**src/rtl/swd_host_pkg.sv**
```systemverilog
`timescale 1ns/1ps
package swd_host_pkg;
  localparam int unsigned WORD_W = 32;
  localparam int unsigned ACK_W  = 3;
  localparam int unsigned REQ_W  = 8;

  typedef enum logic [1:0] {
    ACK_IS_OK    = 2'd0,
    ACK_IS_WAIT  = 2'd1,
    ACK_IS_FAULT = 2'd2,
    ACK_IS_BAD   = 2'd3
  } ack_kind_e;

  typedef enum logic [3:0] {
    ST_IDLE, ST_REQ, ST_TRN_A, ST_ACK, ST_RD, ST_TRN_R,
    ST_TRN_W, ST_WR, ST_LRST, ST_TAIL
  } seq_state_e;

  // even parity of a data word
  function automatic logic word_parity(input logic [WORD_W-1:0] w);
    return ^w;
  endfunction

  // header, LSB first: start, port, read, a0, a1, parity, stop, park
  function automatic logic [REQ_W-1:0] build_request(input logic port_sel,
                                                     input logic rd,
                                                     input logic [1:0] a);
    logic p;
    p = port_sel ^ rd ^ a[0] ^ a[1];
    return {1'b1, 1'b0, p, a[1], a[0], rd, port_sel, 1'b1};
  endfunction

  function automatic ack_kind_e classify_ack(input logic [ACK_W-1:0] code);
    case (code)
      3'b001:  return ACK_IS_OK;
      3'b010:  return ACK_IS_WAIT;
      3'b100:  return ACK_IS_FAULT;
      default: return ACK_IS_BAD;
    endcase
  endfunction
endpackage

```
**src/rtl/swd_clk_phase.sv**
```systemverilog
`timescale 1ns/1ps
module swd_clk_phase #(
  parameter int unsigned HALF_DIV = 2
) (
  input  logic clk,
  input  logic rst_n,
  input  logic run_i,
  output logic swclk_o,
  output logic sample_o,
  output logic slot_end_o
);
  localparam int unsigned PER  = 2 * HALF_DIV;
  localparam int unsigned PH_W = (PER > 2) ? $clog2(PER) : 1;

  logic [PH_W-1:0] ph_q;

  always_ff @(posedge clk or negedge rst_n) begin
    if (!rst_n)                       ph_q <= '0;
    else if (!run_i)                  ph_q <= '0;
    else if (ph_q == PH_W'(PER - 1))  ph_q <= '0;
    else                              ph_q <= ph_q + 1'b1;
  end

  // low half first, so every slot opens with a falling edge
  assign swclk_o    = run_i && (ph_q >= PH_W'(HALF_DIV));
  assign sample_o   = run_i && (ph_q == PH_W'(HALF_DIV - 1));
  assign slot_end_o = run_i && (ph_q == PH_W'(PER - 1));


  rise_follows_sample_chk: assert property (@(posedge clk) disable iff (!rst_n)
    sample_o |=> swclk_o);
endmodule

```
**src/rtl/swd_ack_classify.sv**
```systemverilog
`timescale 1ns/1ps
module swd_ack_classify
  import swd_host_pkg::*;
(
  input  logic [ACK_W-1:0] code_i,
  output ack_kind_e        kind_o
);
  assign kind_o = classify_ack(code_i);


  always_comb begin
    if ($onehot(code_i) && (code_i != 3'b000) && !code_i[ACK_W-1] && !code_i[0])
      wait_code_chk: assert (kind_o == ACK_IS_WAIT);
  end
endmodule

```
**src/rtl/swd_frame_seq.sv**
```systemverilog
`timescale 1ns/1ps
module swd_frame_seq
  import swd_host_pkg::*;
#(
  parameter int unsigned LRST_LEN = 50,
  parameter int unsigned IDLE_LEN = 8
) (
  input  logic              clk,
  input  logic              rst_n,
  input  logic              start_i,
  input  logic              rnw_i,
  input  logic              apndp_i,
  input  logic [1:0]        addr_i,
  input  logic [WORD_W-1:0] wdata_i,
  input  logic              lrst_i,
  input  logic              idle_i,
  input  logic              sample_i,
  input  logic              slot_end_i,
  input  logic              swdio_i,
  output logic              run_o,
  output logic              done_o,
  output logic              sdo_o,
  output logic              oe_o,
  output logic [WORD_W-1:0] rdata_o,
  output logic [ACK_W-1:0]  ack_o,
  output logic              par_err_o
);
  localparam int unsigned CNT_MAX = (LRST_LEN > WORD_W + 1)
                                    ? ((LRST_LEN > IDLE_LEN) ? LRST_LEN : IDLE_LEN)
                                    : ((WORD_W + 1 > IDLE_LEN) ? WORD_W + 1 : IDLE_LEN);
  localparam int unsigned CNT_W = $clog2(CNT_MAX + 1);

  seq_state_e        state_q;
  logic [CNT_W-1:0]  cnt_q;
  logic              run_q, done_q, sdo_q, oe_q;
  logic              rnw_q, lrst_q, tail_q;
  logic [WORD_W-1:0] wd_q;
  logic [WORD_W:0]   out_sr;
  logic [WORD_W:0]   rx_sr;
  logic [ACK_W-1:0]  ack_sr;
  logic [WORD_W-1:0] rdata_q;
  logic [ACK_W-1:0]  ack_q;
  logic              perr_q;

  // named slot events
  logic req_last, ack_last, rd_last, body_last, tail_last;
  assign req_last  = (state_q == ST_REQ) && (cnt_q == CNT_W'(REQ_W - 1));
  assign ack_last  = (state_q == ST_ACK) && (cnt_q == CNT_W'(ACK_W - 1));
  assign rd_last   = (state_q == ST_RD)  && (cnt_q == CNT_W'(WORD_W));
  assign body_last = (state_q == ST_TRN_R)
                  || ((state_q == ST_WR)   && (cnt_q == CNT_W'(WORD_W)))
                  || ((state_q == ST_LRST) && (cnt_q == CNT_W'(LRST_LEN - 1)));
  assign tail_last = (state_q == ST_TAIL) && (cnt_q == CNT_W'(IDLE_LEN - 1));

  always_ff @(posedge clk or negedge rst_n) begin
    if (!rst_n) begin
      state_q <= ST_IDLE;
      cnt_q   <= '0;
      run_q   <= 1'b0;
      done_q  <= 1'b0;
      sdo_q   <= 1'b0;
      oe_q    <= 1'b0;
      rnw_q   <= 1'b0;
      lrst_q  <= 1'b0;
      tail_q  <= 1'b0;
      wd_q    <= '0;
      out_sr  <= '0;
      rx_sr   <= '0;
      ack_sr  <= '0;
      rdata_q <= '0;
      ack_q   <= '0;
      perr_q  <= 1'b0;
    end else begin
      done_q <= 1'b0;
      if (sample_i) begin
        if (state_q == ST_ACK) ack_sr <= {swdio_i, ack_sr[ACK_W-1:1]};
        if (state_q == ST_RD)  rx_sr  <= {swdio_i, rx_sr[WORD_W:1]};
      end
      if (state_q == ST_IDLE) begin
        if (start_i) begin
          rnw_q  <= rnw_i;
          lrst_q <= lrst_i;
          tail_q <= idle_i;
          wd_q   <= wdata_i;
          out_sr <= {{(WORD_W + 1 - REQ_W){1'b0}}, build_request(apndp_i, rnw_i, addr_i)};
          sdo_q  <= 1'b1;            // header start bit and reset level are both high
          oe_q   <= 1'b1;
          run_q  <= 1'b1;
          cnt_q  <= '0;
          state_q <= lrst_i ? ST_LRST : ST_REQ;
        end
      end else if (slot_end_i) begin
        if (body_last && tail_q) begin
          state_q <= ST_TAIL;
          cnt_q   <= '0;
          sdo_q   <= 1'b0;
          oe_q    <= 1'b1;
        end else if (body_last || tail_last) begin
          state_q <= ST_IDLE;
          run_q   <= 1'b0;
          done_q  <= 1'b1;
          sdo_q   <= 1'b0;
          oe_q    <= 1'b0;
          if (!lrst_q) begin
            ack_q <= ack_sr;
            if (rnw_q) begin
              rdata_q <= rx_sr[WORD_W-1:0];
              perr_q  <= rx_sr[WORD_W] != word_parity(rx_sr[WORD_W-1:0]);
            end else begin
              perr_q  <= 1'b0;
            end
          end
        end else begin
          case (state_q)
            ST_REQ: begin
              if (req_last) begin
                state_q <= ST_TRN_A;
                cnt_q   <= '0;
                oe_q    <= 1'b0;
                sdo_q   <= 1'b0;
              end else begin
                cnt_q  <= cnt_q + 1'b1;
                out_sr <= out_sr >> 1;
                sdo_q  <= out_sr[1];
              end
            end
            ST_TRN_A: begin
              state_q <= ST_ACK;
              cnt_q   <= '0;
            end
            ST_ACK: begin
              if (ack_last) begin
                cnt_q <= '0;
                if (rnw_q) begin
                  state_q <= ST_RD;
                end else begin
                  // preload bit 0 while the line is still released
                  state_q <= ST_TRN_W;
                  out_sr  <= {word_parity(wd_q), wd_q};
                  sdo_q   <= wd_q[0];
                end
              end else begin
                cnt_q <= cnt_q + 1'b1;
              end
            end
            ST_RD: begin
              if (rd_last) begin
                state_q <= ST_TRN_R;
                cnt_q   <= '0;
              end else begin
                cnt_q <= cnt_q + 1'b1;
              end
            end
            ST_TRN_W: begin
              state_q <= ST_WR;
              cnt_q   <= '0;
              oe_q    <= 1'b1;
            end
            ST_WR: begin
              cnt_q  <= cnt_q + 1'b1;
              out_sr <= out_sr >> 1;
              sdo_q  <= out_sr[1];
            end
            ST_LRST, ST_TAIL: cnt_q <= cnt_q + 1'b1;
            default: ;
          endcase
        end
      end
    end
  end

  assign run_o     = run_q;
  assign done_o    = done_q;
  assign sdo_o     = sdo_q;
  assign oe_o      = oe_q;
  assign rdata_o   = rdata_q;
  assign ack_o     = ack_q;
  assign par_err_o = perr_q;


  ack_released_chk: assert property (@(posedge clk) disable iff (!rst_n)
    (state_q == ST_TRN_A || state_q == ST_ACK) |-> !oe_q);

  read_released_chk: assert property (@(posedge clk) disable iff (!rst_n)
    (state_q == ST_RD || state_q == ST_TRN_R) |-> !oe_q);

  preload_chk: assert property (@(posedge clk) disable iff (!rst_n)
    (state_q == ST_TRN_W) |-> (!oe_q && (sdo_q == wd_q[0])));

  no_glitch_chk: assert property (@(posedge clk) disable iff (!rst_n)
    ($rose(oe_q) && state_q == ST_WR) |-> $stable(sdo_q));

  tail_level_chk: assert property (@(posedge clk) disable iff (!rst_n)
    (state_q == ST_TAIL) |-> (oe_q && !sdo_q));

  reset_level_chk: assert property (@(posedge clk) disable iff (!rst_n)
    (state_q == ST_LRST) |-> (oe_q && sdo_q));

  done_single_chk: assert property (@(posedge clk) disable iff (!rst_n)
    done_q |=> !done_q);

  busy_hold_chk: assert property (@(posedge clk) disable iff (!rst_n)
    (run_q && start_i && !slot_end_i) |=> run_q);
endmodule

```
**src/rtl/swd_host_engine.sv**
```systemverilog
`timescale 1ns/1ps
module swd_host_engine
  import swd_host_pkg::*;
#(
  parameter int unsigned HALF_DIV = 2,
  parameter int unsigned LRST_LEN = 50,
  parameter int unsigned IDLE_LEN = 8
) (
  input  logic        clk,
  input  logic        rst_n,
  input  logic        start_i,
  input  logic        rnw_i,
  input  logic        apndp_i,
  input  logic [1:0]  addr_i,
  input  logic [31:0] wdata_i,
  input  logic        lrst_i,
  input  logic        idle_i,
  output logic        busy_o,
  output logic        done_o,
  output logic [31:0] rdata_o,
  output logic [2:0]  ack_o,
  output logic [1:0]  ack_class_o,
  output logic        par_err_o,
  output logic        swclk_o,
  output logic        swdio_o,
  output logic        swdio_oe_o,
  input  logic        swdio_i
);
  logic      run_w, sample_w, slot_end_w;
  ack_kind_e kind_w;

  swd_clk_phase #(.HALF_DIV(HALF_DIV)) clk_phase_i (
    .clk        (clk),
    .rst_n      (rst_n),
    .run_i      (run_w),
    .swclk_o    (swclk_o),
    .sample_o   (sample_w),
    .slot_end_o (slot_end_w)
  );

  swd_frame_seq #(.LRST_LEN(LRST_LEN), .IDLE_LEN(IDLE_LEN)) frame_seq_i (
    .clk        (clk),
    .rst_n      (rst_n),
    .start_i    (start_i),
    .rnw_i      (rnw_i),
    .apndp_i    (apndp_i),
    .addr_i     (addr_i),
    .wdata_i    (wdata_i),
    .lrst_i     (lrst_i),
    .idle_i     (idle_i),
    .sample_i   (sample_w),
    .slot_end_i (slot_end_w),
    .swdio_i    (swdio_i),
    .run_o      (run_w),
    .done_o     (done_o),
    .sdo_o      (swdio_o),
    .oe_o       (swdio_oe_o),
    .rdata_o    (rdata_o),
    .ack_o      (ack_o),
    .par_err_o  (par_err_o)
  );

  swd_ack_classify ack_cls_i (
    .code_i (ack_o),
    .kind_o (kind_w)
  );

  assign ack_class_o = kind_w;
  assign busy_o      = run_w;


  quiet_high_chk: assert property (@(posedge clk) disable iff (!rst_n)
    swclk_o |-> ($stable(swdio_o) && $stable(swdio_oe_o)));

  clock_parked_chk: assert property (@(posedge clk) disable iff (!rst_n)
    !busy_o |-> !swclk_o);
endmodule

```
**config.mk**
```make
export PLATFORM = sky130hd
export DESIGN_NAME = swd_host_engine
export DESIGN_NICKNAME = d
export VERILOG_FILES = /design/src/rtl/swd_host_pkg.sv /design/src/rtl/swd_clk_phase.sv /design/src/rtl/swd_ack_classify.sv /design/src/rtl/swd_frame_seq.sv /design/src/rtl/swd_host_engine.sv
export SDC_FILE = /design/constraint.sdc
export NUM_CORES = 1
export LEC_CHECK = 0
export ABC_AREA = 1
export BUFFER_PORTS_ARGS = -buffer_cell sky130_fd_sc_hd__clkbuf_2
export CAP_MARGIN = 40
export CORE_MARGIN = 4
export CORE_UTILIZATION = 59
export CTS_BUF_LIST = sky130_fd_sc_hd__clkbuf_16
export DETAILED_ROUTE_END_ITERATION = 6
export PLACE_DENSITY = 0.76
export SYNTH_ARGS = -nofsm -noshare
export SYNTH_HDL_FRONTEND = slang
export SYNTH_SLANG_ARGS = --single-unit
```
**constraint.sdc**
```tcl
create_clock -name clk -period 2.4 [get_ports clk]
set_input_delay 0.36 -clock clk [delete_from_list [all_inputs] [get_ports clk]]
set_output_delay 0.36 -clock clk [all_outputs]
set_load 0.02 [all_outputs]
```
Yosys cells after proc, flatten, opt, wreduce, memory -nomap -nowiden
Cells that the tools add are included.
{"block": "word_totals", "register_bits": 156, "inputBits": 42, "out_inout_bits": 43, "elab_cells": 148}
{"block": "op_classes", "add_sub_neg": 2, "magnitude_cmp": 1, "eq_ne": 30, "n_mux": 56, "bitwise_logic": 6, "reduce_logical": 36}
{"cell": "33-bit two-way mux", "count": 8}
{"cell": "33-bit one-hot mux with 3 select lines", "count": 1}
{"cell": "32-bit parity", "count": 2}
{"cell": "6-bit two-way mux", "count": 8}
{"cell": "4-bit two-way mux", "count": 9}
{"cell": "6-bit one-hot mux with 5 select lines", "count": 1}
{"cell": "1-bit two-way mux", "count": 22}
{"cell": "4-bit one-hot mux with 5 select lines", "count": 1}
{"cell": "4-bit by 3-bit == test with 1-bit output, second input constant", "count": 4}
{"cell": "5-bit by 4-bit inequality test with 1-bit output, second input constant", "count": 3}
{"cell": "6-bit == test, second input constant", "count": 2}
{"cell": "4-bit AND reduction", "count": 3}
{"cell": "6-bit AND reduction", "count": 2}
{"cell": "1-bit logical AND", "count": 10}
{"cell": "5-bit AND reduction", "count": 2}
{"cell": "4-bit by 2-bit == test with 1-bit output, second input constant", "count": 2}
{"cell": "4-bit == test, second input constant", "count": 2}
{"cell": "8-bit AND reduction", "count": 1}
{"cell": "8-bit nonzero test", "count": 1}
{"cell": "7-bit nonzero test", "count": 1}
{"cell": "6-bit by 1-bit adder with 6-bit output, second input constant", "count": 1}
{"cell": "6-bit by 2-bit == test with 1-bit output, second input constant", "count": 1}
{"cell": "6-bit by 3-bit == test with 1-bit output, second input constant", "count": 1}
{"cell": "2-bit two-way mux", "count": 3}
{"cell": "29 further kinds", "count": 40}

Depth between registers and ports, before layout
Gate-level depths: netlist (run 1).
{"block": "depth", "ltp_word": 9, "mapped_depth": 14, "ltp_nobuf": 14}

By module
Synthesis (run 1) repeated with hierarchy kept, for this count alone.
{"block": "hier_totals", "cells_unflattened": 1011, "hier_area_um2": 8190.4}
{"module": "swd_frame_seq", "instances": 1, "cells_each": 984, "area_each_um2": 8017.7, "seq_area_each_um2": 3828.7}
{"module": "swd_clk_phase", "instances": 1, "cells_each": 18, "area_each_um2": 136.4, "seq_area_each_um2": 50.0}
{"module": "swd_ack_classify", "instances": 1, "cells_each": 9, "area_each_um2": 36.3, "seq_area_each_um2": 0.0}

Worst setup path after synthesis (run 1)
Ideal clock, no wire load.
{"block": "synth_path", "path_kind": "reg2reg", "start": "reg frame_seq_i.state_q[0]", "end": "reg frame_seq_i.out_sr[29]", "setup_ns": 0.123, "arrival_ns": 1.648, "required_ns": 2.277, "path_slack_ns": 0.628, "path_stages_with_launch": 15, "n_path_buf": 2, "synth_period_minus_slack_ns": 1.772, "cell_sequence": "dfrtp_1 > buf_4 > nor2_4 > nand2_2 > clkinv_2 > nand2_2 > nand2_2 > inv_2 > nor2_4 > nand4_2 > nor2_4 > inv_4 > buf_6 > nand2_1 > o21ai_2"}
{"block": "synth_via", "elab_chain_len": 7, "word_cells_on_any_way": 30, "classes_between": "eq/ne (12); mux (5); reduce/logical (13)"}
{"element": "start: declaration", "line_no": "swd_frame_seq.sv:33", "rtl": "seq_state_e state_q;"}
{"element": "start signal: assignment", "line_no": "swd_frame_seq.sv:90", "rtl": "state_q <= lrst_i ? ST_LRST : ST_REQ;"}
{"element": "4-bit by 3-bit == test with 1-bit output", "line_no": "swd_frame_seq.sv:51, swd_frame_seq.sv:114"}
{"element": "1-bit logical AND", "line_no": "swd_frame_seq.sv:51", "rtl": "|| ((state_q == ST_WR) && (cnt_q == CNT_W'(WORD_W)))"}
{"element": "1-bit logical OR", "line_no": "swd_frame_seq.sv:51"}
{"element": "1-bit logical OR", "line_no": "swd_frame_seq.sv:52", "rtl": "|| ((state_q == ST_LRST) && (cnt_q == CNT_W'(LRST_LEN - 1)));"}
{"element": "1-bit logical OR / 1-bit logical AND (equally long branches)", "line_no": "swd_frame_seq.sv:98, swd_frame_seq.sv:93"}
{"element": "2-bit by 1-bit inequality test with 1-bit output (no source line)"}
{"element": "8-bit AND reduction (no source line)"}
{"element": "end signal: assignment", "line_no": "swd_frame_seq.sv:85", "rtl": "out_sr <= {{(WORD_W + 1 - REQ_W){1'b0}}, build_request(apndp_i, rnw_i, addr_i)};"}
{"element": "end signal: assignment", "line_no": "swd_frame_seq.sv:123", "rtl": "out_sr <= out_sr >> 1;"}
{"element": "end signal: assignment", "line_no": "swd_frame_seq.sv:139", "rtl": "out_sr <= {word_parity(wd_q), wd_q};"}
{"element": "end: declaration", "line_no": "swd_frame_seq.sv:38", "rtl": "logic [WORD_W:0] out_sr;"}
Several ways; a longest one is shown, not always the timed one. The select of a mux whose other input is x is not followed.
A chain may end at the register's enable or synchronous reset.

Final worst setup path (run 1)
{"block": "layout_path", "start": "reg frame_seq_i.cnt_q[0]", "end": "reg frame_seq_i.cnt_q[5]"}
{"block": "layout_via", "elab_chain_len": 8, "word_cells_on_any_way": 26, "classes_between": "add/sub (1); eq/ne (5); mux (8); reduce/logical (12)"}
{"element": "start: declaration", "line_no": "swd_frame_seq.sv:34", "rtl": "logic [CNT_W-1:0] cnt_q;"}
{"element": "start signal: assignment", "line_no": "swd_frame_seq.sv:122", "rtl": "cnt_q <= cnt_q + 1'b1;"}
{"element": "start signal: assignment", "line_no": "swd_frame_seq.sv:143", "rtl": "cnt_q <= cnt_q + 1'b1;"}
{"element": "start signal: assignment", "line_no": "swd_frame_seq.sv:151", "rtl": "cnt_q <= cnt_q + 1'b1;"}
{"element": "branches (longest 8 deep; another with 6-bit by 1-bit adder with 6-bit output)"}
Several ways; the timed one is not identified. The select of a mux whose other input is x is not followed.

==> results.md, run 1 <==
- Chip width: 126 um
- Slew Limit Fails: 0
- Post-synth top cells: nand2_1, dfrtp_1, o21ai_0
- R2R Path Start: frame_seq_i.cnt_q[0]
- Die area: 15,900 um^2
- Core Area: 13,500 um^2
- Hold depth: 2
- Final hold vios: 0
- Cells on worst reg2reg path: 10
- Pleak: 4.94 nW
- Sequential Power Share: 48.7%
- Die H: 126 um
- Slew @ Worst Pin: 0.503 ns
- Max VDD drop: 0.555 mV
- Status: completed
- Antenna Nets Post-Route: 0
- Crit Path Max Fanout: 12
- Fin crit share: 90.4%
- Syn-to-layout area delta: 14.1%
- DRC Markers: 0
- WL final: 18.0 mm
- Synthesized area: 8230 um^2
- Most common cell in the netlist: nand2_1
- Final setup viols: 0
- DR vias: 6,811
- Wire length per cell: 13.9 um
- Largest cells by area after synthesis: dfrtp_1, nand2_1, o21ai_0
- Htree depth: 4
- Met1 WL: 7.95 mm
- Synth unique cells: 35
- Final Skew: 0.0116 ns
- Cells after Synth: 1,030
- Synth area leader: dfrtp_1
- Syn_area_per_cell: 7.99 um^2
- Share of the synthesized area in the top cell type: 47.1%
- Switching pwr: 1.11 mW
- Initial Utilization: 61.2%
- Headroom to the max-slew limit: 66.5%
- Reg area: 3880 um^2
- Worst-path clk slew: 0.06 ns
- First-pass GRT wire length: 30.2 mm
- Post-DP HPWL: 12.4 mm
- Startpoint Class: register
- Clock group share of total power: 49.5%
- Row count: 42
- CTS tree: built
- Sequential-to-total area share from yosys stat: 47.1%
- DR top layer: met5
- Hold WC Path Type: in2reg
- Gr ovfl total: 0
- Flops & latches, synth: 155
- Initial DRC Count: 529
- Routability cong.: 0.902
- Cell area power density: 572 nW/um^2
- IO Count: 85
- Fin nets: 1,157
- Switching Share: 20.7%
- CTS Buf Count: 17
- Layout cells sized above 1: 18.7%
- Setup TNS: 0 ns
- Final min period: 2.17 ns
- Unrepaired setup endpoints after global routing: false
- CTS Sinks: 155
- Max-capacitance violation count: 0
- Input/output buffers: 84
- EDFF count, synth: 0
- Yosys warnings: 0
- Multi-input combinational cell area: 3800 um^2
- Top_reg_cell synth: dfrtp_1
- CP Capture Type: register
- Setup WS pre-CTS: 0.0289 ns
- GRT Overall Usage: 23.1%
- Crit path DAT: 2.45 ns
- Syn Nets: 1,079
- Final WS setup: 0.231 ns
- DR vias/cell: 5.26
- Met2 Wirelength: 8.74 mm
- Number of global-route vias before repair: 6,311
- Drt first pass iters: 5
- Max Freq: 461 MHz
- CP startpoint: frame_seq_i.cnt_q[0]
- P_int: 4.26 mW
- Clk buf depth: 2
- Worst endpoint required time: 2.68 ns
- Min-delay src: wdata_i[22]
- ANT cells: 0
- WL met3: 901 um
- Worst-skew pair later-pin latency: 0.42 ns
- Filler instances: 1,119
- CP Class: reg2reg
- Logic gate share of total power: 1.9%
- Clock root buffer: clkbuf_16
- Post-synth ARST share: 100%
- Initial antenna violation count: 1
- Pin count of the biggest net entering global routing: 67
==> flip-flops by register name, indices dropped and copies added, names as in the netlist <==
name	cells
frame_seq_i.state_q	4
frame_seq_i.tail_q	1
frame_seq_i.out_sr	32
frame_seq_i.ack_sr	3
frame_seq_i.sdo_o	1
frame_seq_i.rdata_o	32
frame_seq_i.cnt_q	6
clk_phase_i.ph_q	2
frame_seq_i.rx_sr	33
frame_seq_i.run_o	1
frame_seq_i.lrst_q	1
frame_seq_i.done_o	1
frame_seq_i.rnw_q	1
frame_seq_i.wd_q	32
frame_seq_i.ack_o	3
frame_seq_i.par_err_o	1
frame_seq_i.oe_o	1
==> stage by stage <==
step,utilization [%],cells,power [mW],hold slack [ns],cell area (um^2)
after floorplan,-,1030,2.67,0.0644,8230
after global placement,65.4,1264,2.77,0.354,8800
after detailed placement,65.4,1264,2.77,0.350,8800
after CTS,69.8,1295,5.42,0.157,9390
after global routing,69.8,1295,5.55,0.155,9390
final,69.8,1295,5.37,0.162,9390
==> critical path, stage by stage, from the launching register on <==
cell	delay (ns)
dfrtp_1	0.42
inv_1	0.10
ha_1	0.20
nand4_1	0.14
nand2_1	0.08
nand3_1	0.10
nand2_1	0.08
nand2_2	0.16
nand2_1	0.14
o21ai_2	0.44
o21ai_0	0.17
==> cell usage in the layout (no fill, tap or decap), types with 17 or more instances in the layout <==
master	n
clkbuf_16	17
mux2_2	33
nand2_1	366
clkbuf_2	83
o21ai_2	27
o21ai_0	113
xnor2_1	24
inv_1	77
nor2_1	83
dfrtp_1	155
nand3_1	26
==> metal layers <==
layer	track usage, %	vias to the layer above
met5	0	-
met4	7.89	2
met3	5.21	29
met2	37.5	144
met1	30.9	3219
li1	-	3417
==> logic make-up after synthesis <==
family	count (synthesis)	synth area share [%]
buffers and inverters	125	6.73
AO/OA/AOI/OAI	169	11.8
XOR/XNOR	39	4.15
adder cells (fa/ha/maj)	7	1.06
multiplexers	33	4.52
flip-flops	155	47.1
AND/OR/NAND/NOR	502	24.6
==> cell type report <==
class	instances	share of cell area (%)
Sequential cell	155	41.3
Inverter	86	3.50
Multi-Input combinational cell	750	40.5
Clock inverter	13	1.63
Clock buffer	17	4.53
Timing Repair Buffer	98	6.22
Tap cell	176	2.34
==> final timing paths <==
path                       slack, ns                      to
min in group asynchronous       0.46  frame_seq_i.out_sr[20]
min reg2reg                     0.48  frame_seq_i.out_sr[32]
max                             0.23    frame_seq_i.cnt_q[5]
max in group asynchronous       1.26    frame_seq_i.ack_o[1]
min                             0.16    frame_seq_i.wd_q[22]
max reg2reg                     0.23    frame_seq_i.cnt_q[5]
==> repair_timing <==
item	in CTS	in global routing
gates resized for setup	1	1
endpoints found under the setup margin	1	2
buffers inserted	0	0
hold endpoints to repair	51	0
cloned	0	0
hold buffers	1	0
==> power groups by stage <==
stage	combinational, mW	clock (mW)	sequential [mW]
after floorplan	0.00413	0	2.66
after global placement	0.104	0	2.66
after detailed placement	0.105	0	2.66
after CTS	0.107	2.70	2.61
after global routing	0.117	2.82	2.61
final	0.101	2.66	2.61
No activity file was read; power rests on OpenSTA's default activity.
==> run 2: changes to the inputs <==
Settings changed: CORE_MARGIN 4 to 5, CTS_BUF_LIST sky130_fd_sc_hd__clkbuf_16 to default, SETUP_SLACK_MARGIN from default to 0.3.
==> run 2 against run 1 <==
The flow now finishes with violations (negative hold slack). Global-route usage rose by 0.51 points. Non-clock buffer count rose by 22. Clock-buffer cell count rose by 1. Worst hold slack got worse by 0.21 ns. Maximum frequency rose by 5.0%. Wire length rose by 9.6%. Register-to-register slack improved by 0.10 ns. Combinational power barely moved. Clock skew fell by 0.0025 ns. Setup slack improved by 0.10 ns. Critical path type unchanged. Largest power group unchanged. Highest routed layer is now met4.
==> results.md, run 2 (synthesis results as in run 1) <==
- R2R Path End: frame_seq_i.rdata_o[9]
- Most common cell on crit path: nand2_1
- Max Freq: 484 MHz
- Met2 Use GR: 40.6%
- Initial Utilization: 59.8%
- Unrepaired setup endpoints after global routing: true
- Startpoint Class: register
- Pleak: 5.13 nW
- Finished Cell Area: 9760 um^2
- Total Power: 5.49 mW
- Antenna Nets Post-Route: 0
- Hold_ws: -0.0523 ns
- Slowest CP cell: dfrtp_1
- Clk buf depth: 2
- Die H: 128 um
- Setup WS pre-CTS: 0.112 ns
- GRT Overall Usage: 23.6%
- Final setup viols: 0
- Max-capacitance violation count: 0
- Post-Layout Cell Count: 1,324
- Top Usage Layer GRT: met2
- Initial DRC Count: 718
- Fin crit share: 86.1%
- Gr ovfl total: 0
- Reg-to-reg slack, setup: 0.33 ns
- Core Area: 13,800 um^2
- Layout cells sized above 1: 21.8%
- Hold WC Path Type: in2async
- Routing usage on met3: 4.25%
- CTS Sinks: 155
- Worst-skew pair later-pin latency: 0.43 ns
- CP Class: reg2reg
- CP Cell Sequence: buf_4 -> ha_1 -> nand2_1 -> nor3_2 -> nand3_2 -> nand2_1 -> nand2_4 -> nand4_4 -> buf_12 -> clkbuf_16 -> o21ai_0 -> nand2_1
- Slew @ Worst Pin: 0.743 ns
- Drt first pass iters: 6
- Critical path's top delay family: simple AND/OR/NAND/NOR gates
- R2R Path Start: frame_seq_i.cnt_q[0]
- WP buf/inv: 3
- CP Capture Type: register
- Cell area power density: 563 nW/um^2
- Fin nets: 1,180
- First-pass GRT wire length: 31.4 mm
- Crit path DAT: 2.38 ns
- DR vias: 7,078
- Top reg by flops: frame_seq_i.rx_sr
- Post-DP HPWL: 12.0 mm
- Final Skew: 0.00904 ns
- Final hold vios: 19
- Crit Path Max Fanout: 18
- Setup TNS: 0 ns
- DRC Markers: 0
- IO Count: 85
- Final min period: 2.07 ns
- Slew Limit Fails: 0
- Max FFs per register: 33
- Failing checks: negative hold slack
- Commonest non-fill, non-tap cells in the layout: nand2_1, dfrtp_1, o21ai_0
- Max VDD drop: 0.543 mV
- Initial antenna violation count: 0
- ANT cells: 0
- Htree depth: 4
- Worst-path clk slew: 0.06 ns
- Number of global-route vias before repair: 6,601
- Clock root buffer: clkbuf_16
- Wire length per cell: 14.9 um
- Final WS setup: 0.334 ns
- Crit path largest cell delay: 0.44 ns
- Total placed cells including tap cells: 1,271
- Syn-to-layout area delta: 18.6%
- Worst endpoint required time: 2.71 ns
- Input/output buffers: 84
- Status: finished with violations
- Cells on worst reg2reg path: 12
- Most common cell after layout, fill and taps aside: nand2_1
- Row count: 43
- CTS Buf Count: 17
- DR vias/cell: 5.35
- CTS tree: built
- Routability cong.: 0.919
- Headroom to the max-slew limit: 50.5%
- Utilization after layout: 70.9%
- Chip width: 128 um
- Die area: 16,400 um^2
- DP Area: 8810 um^2
- WL final: 19.7 mm
- Pin count of the biggest net entering global routing: 80
- GR met1 Demand/Resource: 30.3%
- CTS Hold Buffers Added: 0
[run 2: routing by layer]
layer | vias up | part of all wire (%)
li1 | 3472 | -
met1 | 3365 | 42
met2 | 199 | 51
met3 | 42 | 4.9
met4 | 0 | 2.4
met5 | - | 0
[run 2: area by class of cell]
| type | count | area [um^2] |
|---|---|---|
| fill | 1126 | 4010 |
| sequential | 155 | 3880 |
| multi-input combinational | 751 | 3880 |
| timing repair buffer | 120 | 836 |
| clock buffer | 18 | 439 |
| inverter | 86 | 332 |
| tap | 180 | 225 |
| clock inverter | 14 | 169 |
[run 2: what timing repair did]
action	CTS	global route
gates cloned	1	3
setup endpoints to repair	66	94
gates resized for setup	8	22
pin swaps	3	9
buffers inserted	4	13
[run 2: worst register-to-register path, cell delays in order, from the launching register on]
cell and delay, ns:
dfrtp_1 0.44, buf_4 0.16, ha_1 0.18, nand2_1 0.11
nor3_2 0.06, nand3_2 0.11, nand2_1 0.09, nand2_4 0.12
nand4_4 0.09, buf_12 0.17, clkbuf_16 0.19, o21ai_0 0.16
nand2_1 0.08
[run 2: power breakdown]
group          internal [mW]  total, mW  switching [mW]
clock                   1.66       2.78            1.12
sequential              2.61       2.61               0
combinational         0.0331      0.101          0.0679
total                   4.31       5.49            1.18
[run 2: how the worst max path moves through the flow]
| stage | slack, ns | end | from | cells after the start |
|---|---|---|---|---|
| 6_report | 0.33 | frame_seq_i.rdata_o[9] | frame_seq_i.cnt_q[0] | 12 |
| 5_1_grt | 0.24 | frame_seq_i.state_q[2] | frame_seq_i.cnt_q[0] | 12 |
| 4_1_cts | 0.28 | frame_seq_i.out_sr[7] | frame_seq_i.state_q[2] | 12 |
| 3_5_place_dp | 0.11 | frame_seq_i.rdata_o[31] | frame_seq_i.cnt_q[0] | 11 |
| 3_3_place_gp | 0.14 | frame_seq_i.rdata_o[30] | frame_seq_i.cnt_q[3] | 9 |
| 2_1_floorplan | 0.63 | frame_seq_i.out_sr[29] | frame_seq_i.state_q[0] | 14 |
==> run 3: changes to the inputs <==
Settings changed: CORE_UTILIZATION 59 to 35, PLACE_DENSITY 0.76 to 0.48.
==> run 3 against run 2 <==
The flow now finishes without violations. Wire length is 0.10% lower. Flip-flop and latch count stayed put. Setup slack worse by 0.0019 ns. Maximum frequency hardly changed. Combinational power is 7% higher. Critical path type unchanged.
==> results.md, run 3 (synthesis results as in run 1) <==
- Most common cell on crit path: nand2_1
- ANT cells: 0
- Worst-skew pair later-pin latency: 0.43 ns
- Core Area: 23,300 um^2
- CTS Sinks: 155
- Crit path largest cell delay: 0.43 ns
- Critical path depth: 13
- Cell area power density: 560 nW/um^2
- Drt first pass iters: 5
- Switching pwr: 1.28 mW
- Routability cong.: 0.792
- Post-Layout Cell Count: 1,461
- Layout cells sized above 1: 21.5%
- Syn-to-layout area delta: 19.5%
- First-pass GRT wire length: 32.4 mm
- Fin nets: 1,178
- Cells on worst reg2reg path: 13
- Final Skew: 0.0121 ns
- WP buf/inv: 3
- Max FFs per register: 33
- Sequential Power Share: 47.4%
- Slowest CP cell: dfrtp_1
- GRT Overall Usage: 15.0%
- Post-DP HPWL: 13.6 mm
- Worst-path clk slew: 0.07 ns
- Final setup viols: 0
- CP endpoint: frame_seq_i.cnt_q[1]
- Logic gate share of total power: 2.0%
- Commonest non-fill, non-tap cells in the layout: nand2_1, dfrtp_1, o21ai_0
- Htree depth: 4
- Clk buf depth: 2
- Clock root buffer: clkbuf_16
- Input/output buffers: 84
- Max Freq: 484 MHz
- Initial Utilization: 35.3%
- DRC Markers: 0
- Multi-input combinational cell area: 3860 um^2
- CTS tree: built
- Startpoint Class: register
- Initial antenna violation count: 2
- Pleak: 5.08 nW
- IO Count: 85
- Critical path's top delay family: simple AND/OR/NAND/NOR gates
- Final min period: 2.07 ns
- Number of global-route vias before repair: 6,519
- Switching Share: 23.3%
- Top reg by flops: frame_seq_i.rx_sr
- Row count: 56
- Reg-to-reg slack, setup: 0.33 ns
- Chip width: 163 um
- Slew Limit Fails: 0
- DR vias/cell: 4.64
- Fin crit share: 86.1%
- Max VDD drop: 0.329 mV
- Hold WC Path Type: in2reg
- Antenna Nets Post-Route: 0
- Hold_ws: 0.160 ns
- WL final: 19.7 mm
- Max-capacitance violation count: 0
- R2R Path Start: frame_seq_i.cnt_q[1]
- Die H: 163 um
- Unrepaired setup endpoints after global routing: false
- Wire length per cell: 13.5 um
- CTS Buf Count: 17
- P_int: 4.22 mW
- R2R Path End: frame_seq_i.cnt_q[1]
- CP Class: reg2reg
- Clock group share of total power: 50.6%
- Die area: 26,700 um^2
- Initial DRC Count: 391
- Worst endpoint required time: 2.71 ns
- Crit path DAT: 2.38 ns
- Setup TNS: 0 ns
- Reg area: 3880 um^2
- CP Capture Type: register
- Filler instances: 2,425
- CP Cell Sequence: inv_1 -> ha_1 -> nand2_1 -> nor3_1 -> nand3_2 -> nand2_1 -> nand2_2 -> buf_6 -> nand2_1 -> o21ai_2 -> buf_4 -> nand2_1 -> o21ai_1
- Slew @ Worst Pin: 0.589 ns
- CP startpoint: frame_seq_i.cnt_q[1]
- Crit Path Max Fanout: 7
- Pin count of the biggest net entering global routing: 67
- DR vias: 6,772
- Final hold vios: 0
- Headroom to the max-slew limit: 60.7%
- Total placed cells including tap cells: 1,414
- Status: completed
- Gr ovfl total: 0
- Most common cell after layout, fill and taps aside: nand2_1
-- run 3: changes by cell type in the layout (fill, tap and decap cells not counted), moves of 3 or more --
cell       delta
clkbuf_16     -3
inv_6         +3
inv_8         +4
nor2_4        -3
-- run 3: area by class of cell --
class / count / area share [%]
timing repair buffer: 118 / 7.66
clock buffer: 17 / 4.33
sequential: 155 / 39.5
multi-input combinational: 751 / 39.3
clock inverter: 15 / 1.79
tap: 319 / 4.06
inverter: 86 / 3.37
-- run 3: stage by stage --
stage / worst slack (ns) / power [mW] / utilization [%] / cell area (um^2)
2_1_floorplan: 0.628 / 2.67 / - / 8230
3_3_place_gp: 0.228 / 2.78 / 38.7 / 9030
3_5_place_dp: 0.182 / 2.78 / 38.7 / 9030
4_1_cts: 0.296 / 5.60 / 41.4 / 9650
5_1_grt: 0.242 / 5.72 / 42.1 / 9830
6_report: 0.332 / 5.51 / 42.1 / 9830
-- run 3: metal layers --
metal  track usage (%)  part of all wire, %  vias to the layer above  wire [um]
li1                  -                    -                     3469          -
met1              19.3                   46                     3205       8990
met2              25.5                   50                       79       9790
met3              3.61                  3.4                       15        672
met4              3.62                  1.0                        4        196
met5                 0                 0.14                        -         27
-- run 3: worst min-delay path by stage --
stage,startpoint,endpoint,slack (ns),cells after the start
final,wdata_i[16],frame_seq_i.wd_q[16],0.16,2
after global routing,wdata_i[14],frame_seq_i.wd_q[14],0.15,2
after detailed placement,rst_n,frame_seq_i.rx_sr[16],0.39,1
after floorplan,rst_n,clk_phase_i.ph_q[0],0.06,0
after global placement,rst_n,frame_seq_i.rx_sr[12],0.39,1
after CTS,wdata_i[14],frame_seq_i.wd_q[14],0.15,2
-- run 3: power groups by stage --
stage | clock [mW] | combinational, mW | sequential [mW]
4_1_cts | 2.87 | 0.116 | 2.61
3_3_place_gp | 0 | 0.114 | 2.66
2_1_floorplan | 0 | 0.00413 | 2.66
6_report | 2.79 | 0.108 | 2.61
5_1_grt | 2.98 | 0.127 | 2.61
3_5_place_dp | 0 | 0.114 | 2.66
-- run 3: timing repair --
| item | 4_1_cts | 5_1_grt |
|---|---|---|
| endpoints found under the setup margin | 59 | 78 |
| hold buffers | 1 | 0 |
| gates resized for setup | 2 | 27 |
| cloned | 0 | 2 |
| setup buffers | 0 | 12 |
| pin swaps | 0 | 3 |
| hold endpoints to repair | 52 | 0 |
